**src/rtl/pin_irq_pkg.sv**
```systemverilog
// Shared definitions for the masked input-port interrupt logic.
// Assumes a two-bit register address space.
package pin_irq_pkg;
    typedef enum logic [1:0] {
        ADDR_LEVEL  = 2'd0,
        ADDR_REQ    = 2'd1,
        ADDR_MASK   = 2'd2,
        ADDR_GLOBAL = 2'd3
    } reg_addr_e;
endpackage

```
**src/rtl/pin_debounce.sv**
```systemverilog
// Synchronizes one raw pin and filters it. A new level is accepted only after
// STABLE_TICKS consecutive sample ticks on which the input disagrees with the
// current filtered level. A tick on which the two agree restarts the count.
// Assumes SYNC_STAGES >= 2 and STABLE_TICKS >= 1.
module pin_debounce #(
    parameter int SYNC_STAGES  = 2,
    parameter int STABLE_TICKS = 4
) (
    input  logic clk,
    input  logic rst_n,
    input  logic tick_i,
    input  logic raw_i,
    output logic level_o
);
    localparam int CW = $clog2(STABLE_TICKS + 1);

    logic [SYNC_STAGES-1:0] sync_q;
    logic [CW-1:0]          cnt_q;
    logic                   level_q;
    logic                   differs;

    assign differs = sync_q[SYNC_STAGES-1] != level_q;

    // Move the raw pin through the synchronizer chain.
    always_ff @(posedge clk) begin
        if (!rst_n) sync_q <= '0;
        else        sync_q <= {sync_q[SYNC_STAGES-2:0], raw_i};
    end

    // Count disagreeing ticks and accept the new level when the window is full.
    always_ff @(posedge clk) begin
        if (!rst_n) begin
            cnt_q   <= '0;
            level_q <= 1'b0;
        end else if (tick_i) begin
            if (!differs) begin
                cnt_q <= '0;
            end else if (cnt_q == CW'(STABLE_TICKS - 1)) begin
                cnt_q   <= '0;
                level_q <= sync_q[SYNC_STAGES-1];
            end else begin
                cnt_q <= cnt_q + 1'b1;
            end
        end
    end

    assign level_o = level_q;

    AST_HOLD_WITHOUT_TICK: assert property (@(posedge clk) disable iff (!rst_n)
        !tick_i |=> $stable(level_o));
    AST_HOLD_WHEN_AGREE: assert property (@(posedge clk) disable iff (!rst_n)
        (tick_i && !differs) |=> $stable(level_o));
endmodule

```
**src/rtl/pin_req_flag.sv**
```systemverilog
// Rising-edge detector and request flag for one filtered pin. The flag sets on
// a rising edge while the mask is 1 and clears when clr_i is high. In the same
// cycle, a set wins over a clear.
// Assumes level_i is already synchronous to clk.
module pin_req_flag (
    input  logic clk,
    input  logic rst_n,
    input  logic level_i,
    input  logic mask_i,
    input  logic clr_i,
    output logic set_o,
    output logic flag_o
);
    logic level_q;
    logic flag_q;

    assign set_o = level_i & ~level_q & mask_i;

    // Remember the last level and update the flag, with set taking priority.
    always_ff @(posedge clk) begin
        if (!rst_n) begin
            level_q <= 1'b0;
            flag_q  <= 1'b0;
        end else begin
            level_q <= level_i;
            if (set_o)      flag_q <= 1'b1;
            else if (clr_i) flag_q <= 1'b0;
        end
    end

    assign flag_o = flag_q;

    AST_SET_NEEDS_MASK: assert property (@(posedge clk) disable iff (!rst_n)
        (!flag_q && !(level_i && !level_q && mask_i)) |=> !flag_o);
    AST_CLEAR_ON_READ: assert property (@(posedge clk) disable iff (!rst_n)
        (clr_i && !set_o) |=> !flag_o);
    AST_SET_WINS: assert property (@(posedge clk) disable iff (!rst_n)
        (clr_i && set_o) |=> flag_o);
endmodule

```
**src/rtl/pin_irq_port.sv**
```systemverilog
// Four-pin input port with filtered levels, per-pin masked rising-edge request
// flags, a summary flag and an interrupt output, behind a simple register bus.
// A read of the request register clears all flags. Read data is combinational
// in the strobe cycle.
// Assumes NTEST <= NPINS and one-cycle strobes.
module pin_irq_port
    import pin_irq_pkg::*;
#(
    parameter int NPINS        = 4,
    parameter int NTEST        = 3,
    parameter int SYNC_STAGES  = 2,
    parameter int STABLE_TICKS = 4
) (
    input  logic             clk,
    input  logic             rst_n,
    input  logic [NPINS-1:0] pin_i,
    input  logic             tick_i,
    input  logic [1:0]       bus_addr,
    input  logic             bus_rd,
    input  logic             bus_wr,
    input  logic [NPINS-1:0] bus_wdata,
    output logic [NPINS-1:0] bus_rdata,
    output logic [NTEST-1:0] test_o,
    output logic             irq_o
);
    logic [NPINS-1:0] level;
    logic [NPINS-1:0] flags;
    logic [NPINS-1:0] sets;
    logic [NPINS-1:0] mask_q;
    logic             rd_req;
    logic             summary;
    reg_addr_e        addr;

    assign addr   = reg_addr_e'(bus_addr);
    assign rd_req = bus_rd && (addr == ADDR_REQ);

    // One filter and one flag per pin.
    for (genvar g = 0; g < NPINS; g++) begin : g_pin
        pin_debounce #(
            .SYNC_STAGES (SYNC_STAGES),
            .STABLE_TICKS(STABLE_TICKS)
        ) u_deb (
            .clk    (clk),
            .rst_n  (rst_n),
            .tick_i (tick_i),
            .raw_i  (pin_i[g]),
            .level_o(level[g])
        );
        pin_req_flag u_flag (
            .clk    (clk),
            .rst_n  (rst_n),
            .level_i(level[g]),
            .mask_i (mask_q[g]),
            .clr_i  (rd_req),
            .set_o  (sets[g]),
            .flag_o (flags[g])
        );
    end

    // Store the mask on writes to its address.
    always_ff @(posedge clk) begin
        if (!rst_n)                             mask_q <= '0;
        else if (bus_wr && addr == ADDR_MASK)   mask_q <= bus_wdata;
    end

    assign summary = |flags;
    assign irq_o   = summary;
    assign test_o  = level[NTEST-1:0];

    // Select read data by address.
    always_comb begin
        unique case (addr)
            ADDR_LEVEL:  bus_rdata = level;
            ADDR_REQ:    bus_rdata = flags;
            ADDR_MASK:   bus_rdata = mask_q;
            ADDR_GLOBAL: bus_rdata = {{(NPINS-1){1'b0}}, summary};
            default:     bus_rdata = '0;
        endcase
    end

    AST_IRQ_DROPS_AFTER_READ: assert property (@(posedge clk) disable iff (!rst_n)
        (rd_req && sets == '0) |=> !irq_o);
    AST_MASK_STABLE_NO_WRITE: assert property (@(posedge clk) disable iff (!rst_n)
        !(bus_wr && addr == ADDR_MASK) |=> $stable(mask_q));
    AST_IRQ_HOLDS: assert property (@(posedge clk) disable iff (!rst_n)
        (irq_o && !rd_req) |=> irq_o);
endmodule

```
**config.mk**
```make
export PLATFORM = sky130hd
export DESIGN_NAME = pin_irq_port
export DESIGN_NICKNAME = d
export VERILOG_FILES = /design/src/rtl/pin_irq_pkg.sv /design/src/rtl/pin_debounce.sv /design/src/rtl/pin_req_flag.sv /design/src/rtl/pin_irq_port.sv
export SDC_FILE = /design/constraint.sdc
export NUM_CORES = 1
export LEC_CHECK = 0
export ABC_AREA = 1
export BUFFER_PORTS_ARGS = -buffer_cell sky130_fd_sc_hd__clkbuf_2
export CAP_MARGIN = 0
export CORE_ASPECT_RATIO = 2
export CORE_MARGIN = 2
export CORE_UTILIZATION = 55
export CTS_CLUSTER_SIZE = 24
export DETAILED_ROUTE_END_ITERATION = 8
export MAX_ROUTING_LAYER = met4
export PLACE_DENSITY = 0.74
export SYNTH_ARGS = -nofsm -noshare
export SYNTH_HDL_FRONTEND = slang
export SYNTH_SLANG_ARGS = --single-unit
```
**constraint.sdc**
```tcl
create_clock -name clk -period 1.06 [get_ports clk]
set_clock_uncertainty 0.05 [all_clocks]
set_input_delay 0.159 -clock clk [delete_from_list [all_inputs] [get_ports clk]]
set_output_delay 0.159 -clock clk [all_outputs]
set_load 0.1 [all_outputs]
```
Word-level counts from Yosys, hierarchy flattened
Index checks and enable logic that the tools add are counted.
{"block": "totals", "elab_cells": 74, "out_inout_bits": 8, "inputBits": 15, "regBits": 36}
{"block": "classes", "n_bitwise": 12, "n_addsub": 4, "n_reduce_logical": 12, "n_eq_ne": 11, "mux": 14}
{"cell": "3-bit two-way mux", "n": 8}
{"cell": "4-bit one-hot mux with 4 select lines", "n": 1}
{"cell": "3-bit by 1-bit adder with 3-bit output, second input constant", "n": 4}
{"cell": "3-bit by 2-bit equality test with 1-bit output, second input constant", "n": 4}
{"cell": "3-bit AND reduction", "n": 4}
{"cell": "1-bit AND", "n": 8}
{"cell": "2-bit nonzero test", "n": 4}
{"cell": "1-bit two-way mux", "n": 5}
{"cell": "2-bit equality test, second input constant", "n": 2}
{"cell": "1-bit inequality test", "n": 4}
{"cell": "1-bit NOT", "n": 4}
{"cell": "4-bit OR reduction", "n": 1}
{"cell": "2-bit by 1-bit equality test with 1-bit output, second input constant", "n": 1}
{"cell": "1-bit logical AND", "n": 2}
{"cell": "2-bit logical NOT", "n": 1}

Depth between registers and ports, before layout
Gate-level depths: netlist (run 1).
{"block": "depth", "depth_word": 4, "depth_mapped": 6, "ltp_nobuf": 6}

Hierarchy
Synthesis (run 1) repeated with hierarchy kept, for this count alone.
{"block": "hier_totals", "cells_unflattened": 249, "area_unflattened_um2": 1721.7}
{"mod": "pin_debounce", "area_each_um2": 266.5, "seq_area_each_um2": 120.1, "cells_per_inst": 37, "instances": 4}
{"mod": "pin_req_flag", "area_each_um2": 85.1, "seq_area_each_um2": 40.0, "cells_per_inst": 11, "instances": 4}
{"mod": "pin_irq_port", "area_each_um2": 315.3, "seq_area_each_um2": 80.1, "cells_per_inst": 57, "instances": 1}

Worst setup path after synthesis (run 1)
Ideal clock, no wire load.
{"block": "synth_path", "path_type": "reg2out", "start": "reg g_pin[3].u_flag.flag_q", "end": "out bus_rdata[0]", "arrival_time_ns": 1.967, "path_slack_ns": -1.116, "required_time_ns": 0.851, "stages_incl_launch_ff": 5, "n_path_buf": 0, "path_cell_list": "dfxtp_1 -> nor2_1 -> nand2_1 -> nand3_1 -> nand3_1"}
{"block": "synth_via", "elab_chain_cells": 2}
{"element": "from (decl)", "line": "pin_req_flag.sv:15", "source": "logic flag_q;"}
{"element": "from (signal assigned)", "line": "pin_req_flag.sv:23", "source": "flag_q <= 1'b0;"}
{"element": "from (signal assigned)", "line": "pin_req_flag.sv:26", "source": "if (set_o) flag_q <= 1'b1;"}
{"element": "from (signal assigned)", "line": "pin_req_flag.sv:27", "source": "else if (clr_i) flag_q <= 1'b0;"}
{"element": "4-bit OR reduction", "line": "pin_irq_port.sv:66", "source": "assign summary = |flags;"}
{"element": "named net irq_o", "line": "pin_irq_port.sv:24", "source": "output logic irq_o"}
{"element": "4-bit one-hot mux with 4 select lines", "line": "pin_irq_port.sv:72", "source": "unique case (addr)"}
{"element": "to (decl)", "line": "pin_irq_port.sv:22", "source": "output logic [NPINS-1:0] bus_rdata,"}
The timed path passes the listed nets, and every way through them passes these cells.

Worst setup path in the final report (run 1)
{"block": "layout_path", "start": "reg g_pin[2].u_flag.flag_q", "end": "out bus_rdata[0]"}
{"block": "layout_via", "elab_chain_cells": 2}
{"element": "from (decl)", "line": "pin_req_flag.sv:15"}
{"element": "from (signal assigned)", "line": "pin_req_flag.sv:23"}
{"element": "from (signal assigned)", "line": "pin_req_flag.sv:26"}
{"element": "from (signal assigned)", "line": "pin_req_flag.sv:27"}
{"element": "4-bit OR reduction", "line": "pin_irq_port.sv:66"}
{"element": "4-bit one-hot mux with 4 select lines", "line": "pin_irq_port.sv:72"}
No other way between the ends.

==> results of run 1 <==
worst paths after layout:
path | depth (start not counted) | endpoint
worst max-delay path | 5 | bus_rdata[0]
worst min-delay path | 3 | g_pin[2].u_deb.sync_q[0]
worst max register to register | 5 | g_pin[1].u_deb.cnt_q[1]
worst min register to register | 2 | g_pin[1].u_deb.sync_q[1]
area by class of cell:
type | instances | area [sq um]
multi-input cells | 141 | 825
inverters | 41 | 154
well taps | 29 | 36.3
repair buffers | 43 | 428
fillers | 172 | 458
flip-flops and latches | 36 | 746
clock buffers | 8 | 90.1
cell families (layout without fill, tap and decap cells):
kind of cell	Yosys count	in the layout
AO/OA/AOI/OAI	39	39
AND/OR/NAND/NOR	98	98
flip-flops	36	36
buffers and inverters	49	92
adder cells (fa/ha/maj)	4	4
layer usage:
metal	routed length, um	vias to the layer above	share of wire, %
met5	0	-	0
met4	88	0	2.5
met3	107	7	3.1
met2	1990	31	57
met1	1280	676	37
li1	-	773	-
worst min-delay path, delay by kind of cell:
| kind | cells | cell delay (ps) |
|---|---|---|
| buffers and inverters | 2 | 110 |
| and+or+nand+nor | 1 | 40 |
cell usage in the layout, fill, tap and decap left out, drive strengths merged:
master / count
a21oi: 27
buf: 27
clkbuf: 22
dfxtp: 36
dlygate4sd3: 2
ha: 4
inv: 41
nand2: 72
nand3: 13
nor2: 13
o21ai: 12
state kept, by name, summed over array words and instances (netlist names):
| register | count |
|---|---|
| g_pin.u_deb.cnt_q | 12 |
| g_pin.u_deb.sync_q | 8 |
| g_pin.u_deb.level_o | 4 |
| g_pin.u_flag.flag_o | 4 |
| g_pin.u_flag.level_q | 4 |
| mask_q | 4 |
where the power goes:
part	switching (mW)	leakage (nW)	total, mW	internal (mW)
Sequential	0.0292	0.301	1.42	1.39
Combinational	0.174	0.720	0.303	0.130
Clock	0.446	0.0455	0.975	0.529
Total	0.649	1.07	2.70	2.05
what timing repair did:
item,4_1_cts,5_1_grt
gates resized for setup,26,37
endpoints found under the hold margin,2,0
hold buffers,2,0
endpoints found under the setup margin,10,22
buffers inserted,4,2
pin swaps,3,12
through the flow:
stage / total power, mW / cells / utilization [%]
2_1_floorplan: 1.60 / 226 / -
3_3_place_gp: 1.69 / 283 / 71.0
3_5_place_dp: 1.70 / 283 / 71.0
4_1_cts: 2.67 / 297 / 78.7
5_1_grt: 2.81 / 298 / 83.3
6_report: 2.70 / 298 / 83.3
==> report_table.html, run 1 <==
<table>
<tr><th>Metric</th><th>Value</th></tr>
<tr><th colspan="2">Outcome</th></tr>
<tr><td>Outcome</td><td>finished with violations</td></tr>
<tr><td>Failing checks</td><td>setup timing</td></tr>
<tr><th colspan="2">Timing</th></tr>
<tr><td>Final setup slack of the worst path</td><td>-263 ps</td></tr>
<tr><td>Setup TNS Final</td><td>-1300 ps</td></tr>
<tr><td>Share of the clock period used by the worst path after layout</td><td>125%</td></tr>
<tr><td>Worst Hold Slack</td><td>1.81 ps</td></tr>
<tr><td>Slew @ Worst Pin</td><td>398 ps</td></tr>
<tr><td>Pins Over Slew Limit</td><td>0</td></tr>
<tr><td>Fin crit period</td><td>1320 ps</td></tr>
<tr><td>Max transition margin</td><td>73.4%</td></tr>
<tr><td>Final Hold Viols</td><td>0</td></tr>
<tr><td>Number of failing setup endpoints in the final timing report</td><td>8</td></tr>
<tr><td>Fmax</td><td>756 MHz</td></tr>
<tr><td>Setup repair after global routing missed its margin</td><td>true</td></tr>
<tr><th colspan="2">Critical path</th></tr>
<tr><td>Endpoint required time on the critical path</td><td>850 ps</td></tr>
<tr><td>Worst path buffer plus inverter count</td><td>1</td></tr>
<tr><td>Worst R2R Setup Slack</td><td>10 ps</td></tr>
<tr><td>Cell with the biggest individual delay on the critical path</td><td>sky130_fd_sc_hd__dfxtp_2</td></tr>
<tr><td>Critical path launch point type</td><td>register</td></tr>
<tr><td>Top delay family on crit path</td><td>flip-flops</td></tr>
<tr><td>Arrival time at the worst endpoint</td><td>1110 ps</td></tr>
<tr><td>Critical path endpoint category</td><td>output port</td></tr>
<tr><td>Start-to-end type of the worst setup path</td><td>register to output port</td></tr>
<tr><td>Critical path cell sequence</td><td>nor2_4 &gt; nand2_4 &gt; nand3_4 &gt; nand3_4 &gt; buf_12</td></tr>
<tr><td>Most common cell type on the critical path</td><td>sky130_fd_sc_hd__nand3_4</td></tr>
<tr><td>Worst setup startpoint</td><td>g_pin[2].u_flag.flag_o</td></tr>
<tr><td>Peak per-stage delay on the critical path</td><td>340 ps</td></tr>
<tr><td>Crit Reg-Reg Startpoint</td><td>g_pin[1].u_deb.cnt_q[0]</td></tr>
<tr><td>Critical-path maximum fanout</td><td>2</td></tr>
<tr><th colspan="2">Global route</th></tr>
<tr><td>Vias in the first global route</td><td>1,394</td></tr>
<tr><td>Maximum number of pins on one net before global-route repair</td><td>29</td></tr>
<tr><td>Global routing met3 resource utilization</td><td>5.88%</td></tr>
<tr><td>Initial antenna violation count</td><td>0</td></tr>
<tr><td>Busiest layer in global routing</td><td>met2</td></tr>
<tr><td>Global Route met2 Usage</td><td>44.1%</td></tr>
<tr><td>GRT Total Usage</td><td>23.6%</td></tr>
<tr><td>GR met1 Demand/Resource</td><td>20.5%</td></tr>
<tr><td>Total global routing overflow</td><td>0</td></tr>
<tr><td>First-pass GRT wire length</td><td>5730 um</td></tr>
<tr><th colspan="2">Synthesis</th></tr>
<tr><td>Most used standard cell by instance count after synthesis</td><td>sky130_fd_sc_hd__nand2_1</td></tr>
<tr><td>Synth Flop Type</td><td>sky130_fd_sc_hd__dfxtp_1</td></tr>
<tr><td>Syn Nets</td><td>245</td></tr>
<tr><td>Biggest area contributors in the synthesized netlist</td><td>sky130_fd_sc_hd__dfxtp_1 (46%), sky130_fd_sc_hd__nand2_1 (17%), sky130_fd_sc_hd__inv_1 (9.6%)</td></tr>
<tr><td>Area leader, netlist</td><td>sky130_fd_sc_hd__dfxtp_1</td></tr>
<tr><td>Main combinational cell family by area after synthesis</td><td>simple AND/OR/NAND/NOR gates</td></tr>
<tr><td>Synthesized netlist cell count</td><td>226</td></tr>
<tr><td>Fraction of post-synthesis cell area in the top cell type by area</td><td>46.0%</td></tr>
<tr><td>Distinct cell type count after synthesis</td><td>13</td></tr>
<tr><td>Register area share after synthesis</td><td>46.0%</td></tr>
<tr><td>Post-synthesis share of cell area spent on full adders, half adders and majority gates</td><td>3.20%</td></tr>
<tr><td>Number of enable flip-flop cells after synthesis</td><td>0</td></tr>
<tr><td>Post-synthesis cell area</td><td>1570 sq um</td></tr>
<tr><td>Flip-flop and latch count after synthesis</td><td>36</td></tr>
<tr><td>Post-synthesis xor/xnor area fraction</td><td>0%</td></tr>
<tr><td>Ranking of synthesized cells by instance count</td><td>sky130_fd_sc_hd__nand2_1 (72), sky130_fd_sc_hd__inv_1 (40), sky130_fd_sc_hd__dfxtp_1 (36)</td></tr>
<tr><td>Synthesized-area fraction occupied by ao, oa, aoi and oai cells</td><td>12.5%</td></tr>
<tr><td>Post-Synth Simple-Gate Area</td><td>25.5%</td></tr>
<tr><td>Mean Syn Cell Area</td><td>6.93 sq um</td></tr>
<tr><td>Proportion of register bits with asynchronous set or reset after synthesis</td><td>0%</td></tr>
<tr><td>Warnings from Yosys</td><td>0</td></tr>
<tr><td>Proportion of synthesized area in mux cells</td><td>0%</td></tr>
<tr><th colspan="2">Floorplan</th></tr>
<tr><td>Die X-Extent</td><td>41.7 um</td></tr>
<tr><td>Floorplan die height</td><td>79.4 um</td></tr>
<tr><td>Die footprint</td><td>3310 sq um</td></tr>
<tr><td>Row Count</td><td>27</td></tr>
<tr><td>Initial core utilization</td><td>57.2%</td></tr>
<tr><td>I/O pin total</td><td>23</td></tr>
<tr><td>Core Area</td><td>2740 sq um</td></tr>
<tr><th colspan="2">Clock network</th></tr>
<tr><td>Total CTS buffers</td><td>5</td></tr>
<tr><td>Number of H-tree levels</td><td>2</td></tr>
<tr><td>Clk slew on worst S/H paths</td><td>60 ps</td></tr>
<tr><td>Buffer type at the clock tree root</td><td>sky130_fd_sc_hd__clkbuf_8</td></tr>
<tr><td>TritonCTS clock tree</td><td>yes</td></tr>
<tr><td>Clock network latency to the later pin of the worst-skew pair</td><td>290 ps</td></tr>
<tr><td># clock sinks</td><td>36</td></tr>
<tr><td>Maximum clock path buffer count</td><td>2</td></tr>
<tr><th colspan="2">Route</th></tr>
<tr><td>Post-DRT Antenna Nets</td><td>0</td></tr>
<tr><td>Vias per Instance</td><td>4.99</td></tr>
<tr><td>Routed via count</td><td>1,487</td></tr>
<tr><td>DRC</td><td>0</td></tr>
<tr><td>Routed WL per cell</td><td>11.6 um</td></tr>
<tr><td>Length of the first detailed-routing pass in iterations</td><td>4</td></tr>
<tr><td>First DRT Iteration DRCs</td><td>45</td></tr>
<tr><td>Final wirelength</td><td>3470 um</td></tr>
<tr><th colspan="2">Placed design</th></tr>
<tr><td>GPL Wtd Cong</td><td>0.843</td></tr>
<tr><td>DP HPWL</td><td>2370 um</td></tr>
<tr><td>Setup slack at placement</td><td>-187 ps</td></tr>
<tr><td>Input/output buffers</td><td>22</td></tr>
<tr><td>Cell area after placement</td><td>1940 sq um</td></tr>
<tr><th colspan="2">Pwr</th></tr>
<tr><td>PwrDens</td><td>1180 nW/um^2</td></tr>
<tr><td>Worst supply voltage drop on vdd</td><td>0.00110 V</td></tr>
<tr><td>Reported leakage power</td><td>1.07 nW</td></tr>
<tr><th colspan="2">Layout</th></tr>
<tr><td>Diodes inserted</td><td>0</td></tr>
<tr><td>Fraction of layout cells with a size suffix above 1</td><td>36.4%</td></tr>
<tr><td>Post-Layout Inst Area</td><td>2280 sq um</td></tr>
<tr><td>Final Net Count</td><td>287</td></tr>
<tr><td>Area delta synth-&gt;final</td><td>45.6%</td></tr>
<tr><th colspan="2">Hold path</th></tr>
<tr><td>Worst hold start</td><td>pin_i[2]</td></tr>
<tr><td>Worst min path class</td><td>input port to register</td></tr>
<tr><th colspan="2">Job</th></tr>
<tr><td>Count of maximum capacitance violations</td><td>0</td></tr>
</table>
No activity file was read; power rests on OpenSTA's default activity.
==> run 2: changes to the inputs <==
- HOLD_SLACK_MARGIN: unset -> 0.06
- PLACE_DENSITY: 0.74 -> 0.82
==> run 2 against run 1 <==
  * The flow still finishes with violations (setup timing)
  * Utilization fell by 0.41 points
  * Setup slack got worse by 21 ps
  * Final cell count rose by 0.34%
  * Sequential share of layout area fell by 0.17 points
  * Via count rose by 2.2%
  * Design area fell by 0.49%
  * Die area did not move
  * Flip-flop and latch count did not move
  * Critical path type unchanged
  * Largest cell class unchanged
  * Highest routed layer unchanged
==> report_table.html, run 2 (synthesis gave the netlist of run 1 again) <==
<table>
<tr><th>Metric</th><th>Value</th></tr>
<tr><th colspan="2">Timing</th></tr>
<tr><td>Setup TNS Final</td><td>-1390 ps (was -1300 ps)</td></tr>
<tr><td>Max transition margin</td><td>81.9% (was 73.4%)</td></tr>
<tr><td>Slew @ Worst Pin</td><td>272 ps (was 398 ps)</td></tr>
<tr><td>Share of the clock period used by the worst path after layout</td><td>127% (was 125%)</td></tr>
<tr><td>Fin crit period</td><td>1340 ps (was 1320 ps)</td></tr>
<tr><td>Fmax</td><td>744 MHz (was 756 MHz)</td></tr>
<tr><td>Pins Over Slew Limit</td><td>0 (unchanged)</td></tr>
<tr><td>Final Hold Viols</td><td>0 (unchanged)</td></tr>
<tr><td>Number of failing setup endpoints in the final timing report</td><td>8 (unchanged)</td></tr>
<tr><td>Setup repair after global routing missed its margin</td><td>true (unchanged)</td></tr>
<tr><td>Final setup slack of the worst path</td><td>-283 ps (was -263 ps)</td></tr>
<tr><td>Worst Hold Slack</td><td>73.6 ps (was 1.81 ps)</td></tr>
<tr><th colspan="2">Hold path</th></tr>
<tr><td>Worst min path class</td><td>input port to register (unchanged)</td></tr>
<tr><td>Worst hold start</td><td>bus_wdata[2] (was pin_i[2])</td></tr>
<tr><th colspan="2">Layout</th></tr>
<tr><td>Largest registers ranked by flip-flop count</td><td>g_pin.u_deb.cnt_q: 12 flops, g_pin.u_deb.sync_q: 8 flops (unchanged)</td></tr>
<tr><td>Post-Layout Inst Area</td><td>2270 sq um (was 2280 sq um)</td></tr>
<tr><td>Top library cells by usage in the layout, fill and taps aside</td><td>sky130_fd_sc_hd__nand2_1 (65), sky130_fd_sc_hd__inv_1 (38), sky130_fd_sc_hd__dfxtp_1 (24) (was sky130_fd_sc_hd__nand2_1 (65), sky130_fd_sc_hd__inv_1 (36), sky130_fd_sc_hd__a21oi_1 (20), sky130_fd_sc_hd__dfxtp_1 (20))</td></tr>
<tr><td>Diodes inserted</td><td>0 (unchanged)</td></tr>
<tr><td>Fillers</td><td>183 (was 172)</td></tr>
<tr><td>Area delta synth-&gt;final</td><td>44.8% (was 45.6%)</td></tr>
<tr><td>Most common cell after layout, fill and taps aside</td><td>sky130_fd_sc_hd__nand2_1 (unchanged)</td></tr>
<tr><td>Number of flip-flops under the largest register name</td><td>12 (unchanged)</td></tr>
<tr><td>Register bank with the most flops</td><td>g_pin.u_deb.cnt_q (unchanged)</td></tr>
<tr><td>Final Net Count</td><td>289 (was 287)</td></tr>
<tr><td>Fraction of layout cells with a size suffix above 1</td><td>33.0% (was 36.4%)</td></tr>
<tr><th colspan="2">Placed design</th></tr>
<tr><td>Setup slack at placement</td><td>-162 ps (was -187 ps)</td></tr>
<tr><td>DP HPWL</td><td>2580 um (was 2370 um)</td></tr>
<tr><td>GPL Wtd Cong</td><td>0.835 (was 0.843)</td></tr>
<tr><td>Input/output buffers</td><td>22 (unchanged)</td></tr>
<tr><td>Cell area after placement</td><td>1970 sq um (was 1940 sq um)</td></tr>
<tr><th colspan="2">Floorplan</th></tr>
<tr><td>Die footprint</td><td>3310 sq um (unchanged)</td></tr>
<tr><td>I/O pin total</td><td>23 (unchanged)</td></tr>
<tr><td>Row Count</td><td>27 (unchanged)</td></tr>
<tr><td>Floorplan die height</td><td>79.4 um (unchanged)</td></tr>
<tr><td>Initial core utilization</td><td>57.2% (unchanged)</td></tr>
<tr><td>Die X-Extent</td><td>41.7 um (unchanged)</td></tr>
<tr><td>Core Area</td><td>2740 sq um (unchanged)</td></tr>
<tr><th colspan="2">Clock network</th></tr>
<tr><td>Total CTS buffers</td><td>5 (unchanged)</td></tr>
<tr><td>Number of H-tree levels</td><td>2 (unchanged)</td></tr>
<tr><td>Buffer type at the clock tree root</td><td>sky130_fd_sc_hd__clkbuf_8 (unchanged)</td></tr>
<tr><td># clock sinks</td><td>36 (unchanged)</td></tr>
<tr><td>Maximum clock path buffer count</td><td>2 (unchanged)</td></tr>
<tr><td>Clk slew on worst S/H paths</td><td>70 ps (was 60 ps)</td></tr>
<tr><td>TritonCTS clock tree</td><td>yes (unchanged)</td></tr>
<tr><td>Clock network latency to the later pin of the worst-skew pair</td><td>290 ps (about the same)</td></tr>
<tr><th colspan="2">Pwr</th></tr>
<tr><td>Total power draw</td><td>2.63 mW (was 2.70 mW)</td></tr>
<tr><td>Worst supply voltage drop on vdd</td><td>0.00129 V (was 0.00110 V)</td></tr>
<tr><td>PwrDens</td><td>1160 nW/um^2 (was 1180 nW/um^2)</td></tr>
<tr><td>Reported leakage power</td><td>1.07 nW (about the same)</td></tr>
<tr><th colspan="2">Route</th></tr>
<tr><td>Vias per Instance</td><td>5.08 (was 4.99)</td></tr>
<tr><td>Routed via count</td><td>1,520 (was 1,487)</td></tr>
<tr><td>Post-DRT Antenna Nets</td><td>0 (unchanged)</td></tr>
<tr><td>DRC</td><td>0 (unchanged)</td></tr>
<tr><td>Final wirelength</td><td>3860 um (was 3470 um)</td></tr>
<tr><td>Length of the first detailed-routing pass in iterations</td><td>4 (unchanged)</td></tr>
<tr><td>Routed WL per cell</td><td>12.9 um (was 11.6 um)</td></tr>
<tr><td>First DRT Iteration DRCs</td><td>14 (was 45)</td></tr>
<tr><th colspan="2">Outcome</th></tr>
<tr><td>Outcome</td><td>finished with violations (unchanged)</td></tr>
<tr><td>Failing checks</td><td>setup timing (unchanged)</td></tr>
<tr><th colspan="2">Critical path</th></tr>
<tr><td>Arrival time at the worst endpoint</td><td>1130 ps (was 1110 ps)</td></tr>
<tr><td>Critical-path maximum fanout</td><td>2 (unchanged)</td></tr>
<tr><td>Peak per-stage delay on the critical path</td><td>340 ps (about the same)</td></tr>
<tr><td>Critical path launch point type</td><td>register (unchanged)</td></tr>
<tr><td>Worst path buffer plus inverter count</td><td>1 (unchanged)</td></tr>
<tr><td>Start-to-end type of the worst setup path</td><td>register to output port (unchanged)</td></tr>
<tr><td>Crit Reg-Reg Startpoint</td><td>g_pin[0].u_deb.cnt_q[0] (was g_pin[1].u_deb.cnt_q[0])</td></tr>
<tr><td>Worst R2R Setup Slack</td><td>30 ps (was 10 ps)</td></tr>
<tr><td>Worst setup startpoint</td><td>g_pin[1].u_flag.flag_o (was g_pin[2].u_flag.flag_o)</td></tr>
<tr><td>Critical path cell sequence</td><td>nor2_4 &gt; nand2_4 &gt; nand3_2 &gt; nand3_4 &gt; buf_12 (was nor2_4 &gt; nand2_4 &gt; nand3_4 &gt; nand3_4 &gt; buf_12)</td></tr>
<tr><td>Endpoint required time on the critical path</td><td>850 ps (about the same)</td></tr>
<tr><td>Cell with the biggest individual delay on the critical path</td><td>sky130_fd_sc_hd__dfxtp_2 (unchanged)</td></tr>
<tr><td>Critical path endpoint category</td><td>output port (unchanged)</td></tr>
<tr><td>Top delay family on crit path</td><td>flip-flops (unchanged)</td></tr>
<tr><th colspan="2">Global route</th></tr>
<tr><td>First-pass GRT wire length</td><td>5990 um (was 5730 um)</td></tr>
<tr><td>GRT Total Usage</td><td>25.0% (was 23.6%)</td></tr>
<tr><td>Initial antenna violation count</td><td>0 (unchanged)</td></tr>
<tr><td>Maximum number of pins on one net before global-route repair</td><td>24 (was 29)</td></tr>
<tr><td>Total global routing overflow</td><td>0 (unchanged)</td></tr>
<tr><td>Vias in the first global route</td><td>1,485 (was 1,394)</td></tr>
<tr><th colspan="2">Job</th></tr>
<tr><td>Count of maximum capacitance violations</td><td>0 (unchanged)</td></tr>
</table>
==> run 2: per-layer routing <==
metal | track usage [%] | up-vias | routed length, um
met3 | 6.56 | 13 | 121
met5 | - | - | 0
met4 | 18.7 | 0 | 174
li1 | - | 781 | -
met2 | 43.6 | 35 | 2250
met1 | 22.3 | 691 | 1320
==> run 2: report_power, final <==
group,switching [mW],internal [mW]
registers,0.0291,1.39
logic,0.178,0.139
clock network,0.442,0.446
==> run 2: area by class of cell <==
cell class | instances | area [sq um] | area share, %
multi-input combinational | 141 | 805 | 35.5
sequential | 36 | 738 | 32.6
timing repair buffer | 45 | 457 | 20.1
inverter | 41 | 154 | 6.79
clock buffer | 6 | 72.6 | 3.20
tap | 29 | 36.3 | 1.60
clock inverter | 1 | 5.00 | 0.221
==> run 2: worst register-to-register path, cell delays in order (launching register included) <==
cell                      delay, ps
sky130_fd_sc_hd__dfxtp_2        340
sky130_fd_sc_hd__ha_4           250
sky130_fd_sc_hd__inv_1           40
sky130_fd_sc_hd__a21oi_2         90
sky130_fd_sc_hd__nand2_1         70
sky130_fd_sc_hd__a21oi_2        120
==> run 2: worst paths after layout <==
check	cells after the start	end
worst max-delay path	5	bus_rdata[0]
worst min register to register	2	g_pin[2].u_deb.sync_q[1]
worst min-delay path	3	mask_q[2]
worst max register to register	5	g_pin[0].u_deb.cnt_q[1]
==> run 2: what timing repair did <==
item	CTS	global route
cloned	0	0
endpoints found under the setup margin	8	21
hold buffers	4	0
buffers inserted	2	2
pin swaps	3	3
resized for setup	18	33
endpoints found under the hold margin	4	0
==> run 2: per-stage QoR <==
step                      util (%)  cells
after floorplan                  -    226
after global placement        72.0    285
after detailed placement      72.0    285
after CTS                     78.8    298
after global routing          82.9    299
final                         82.9    299
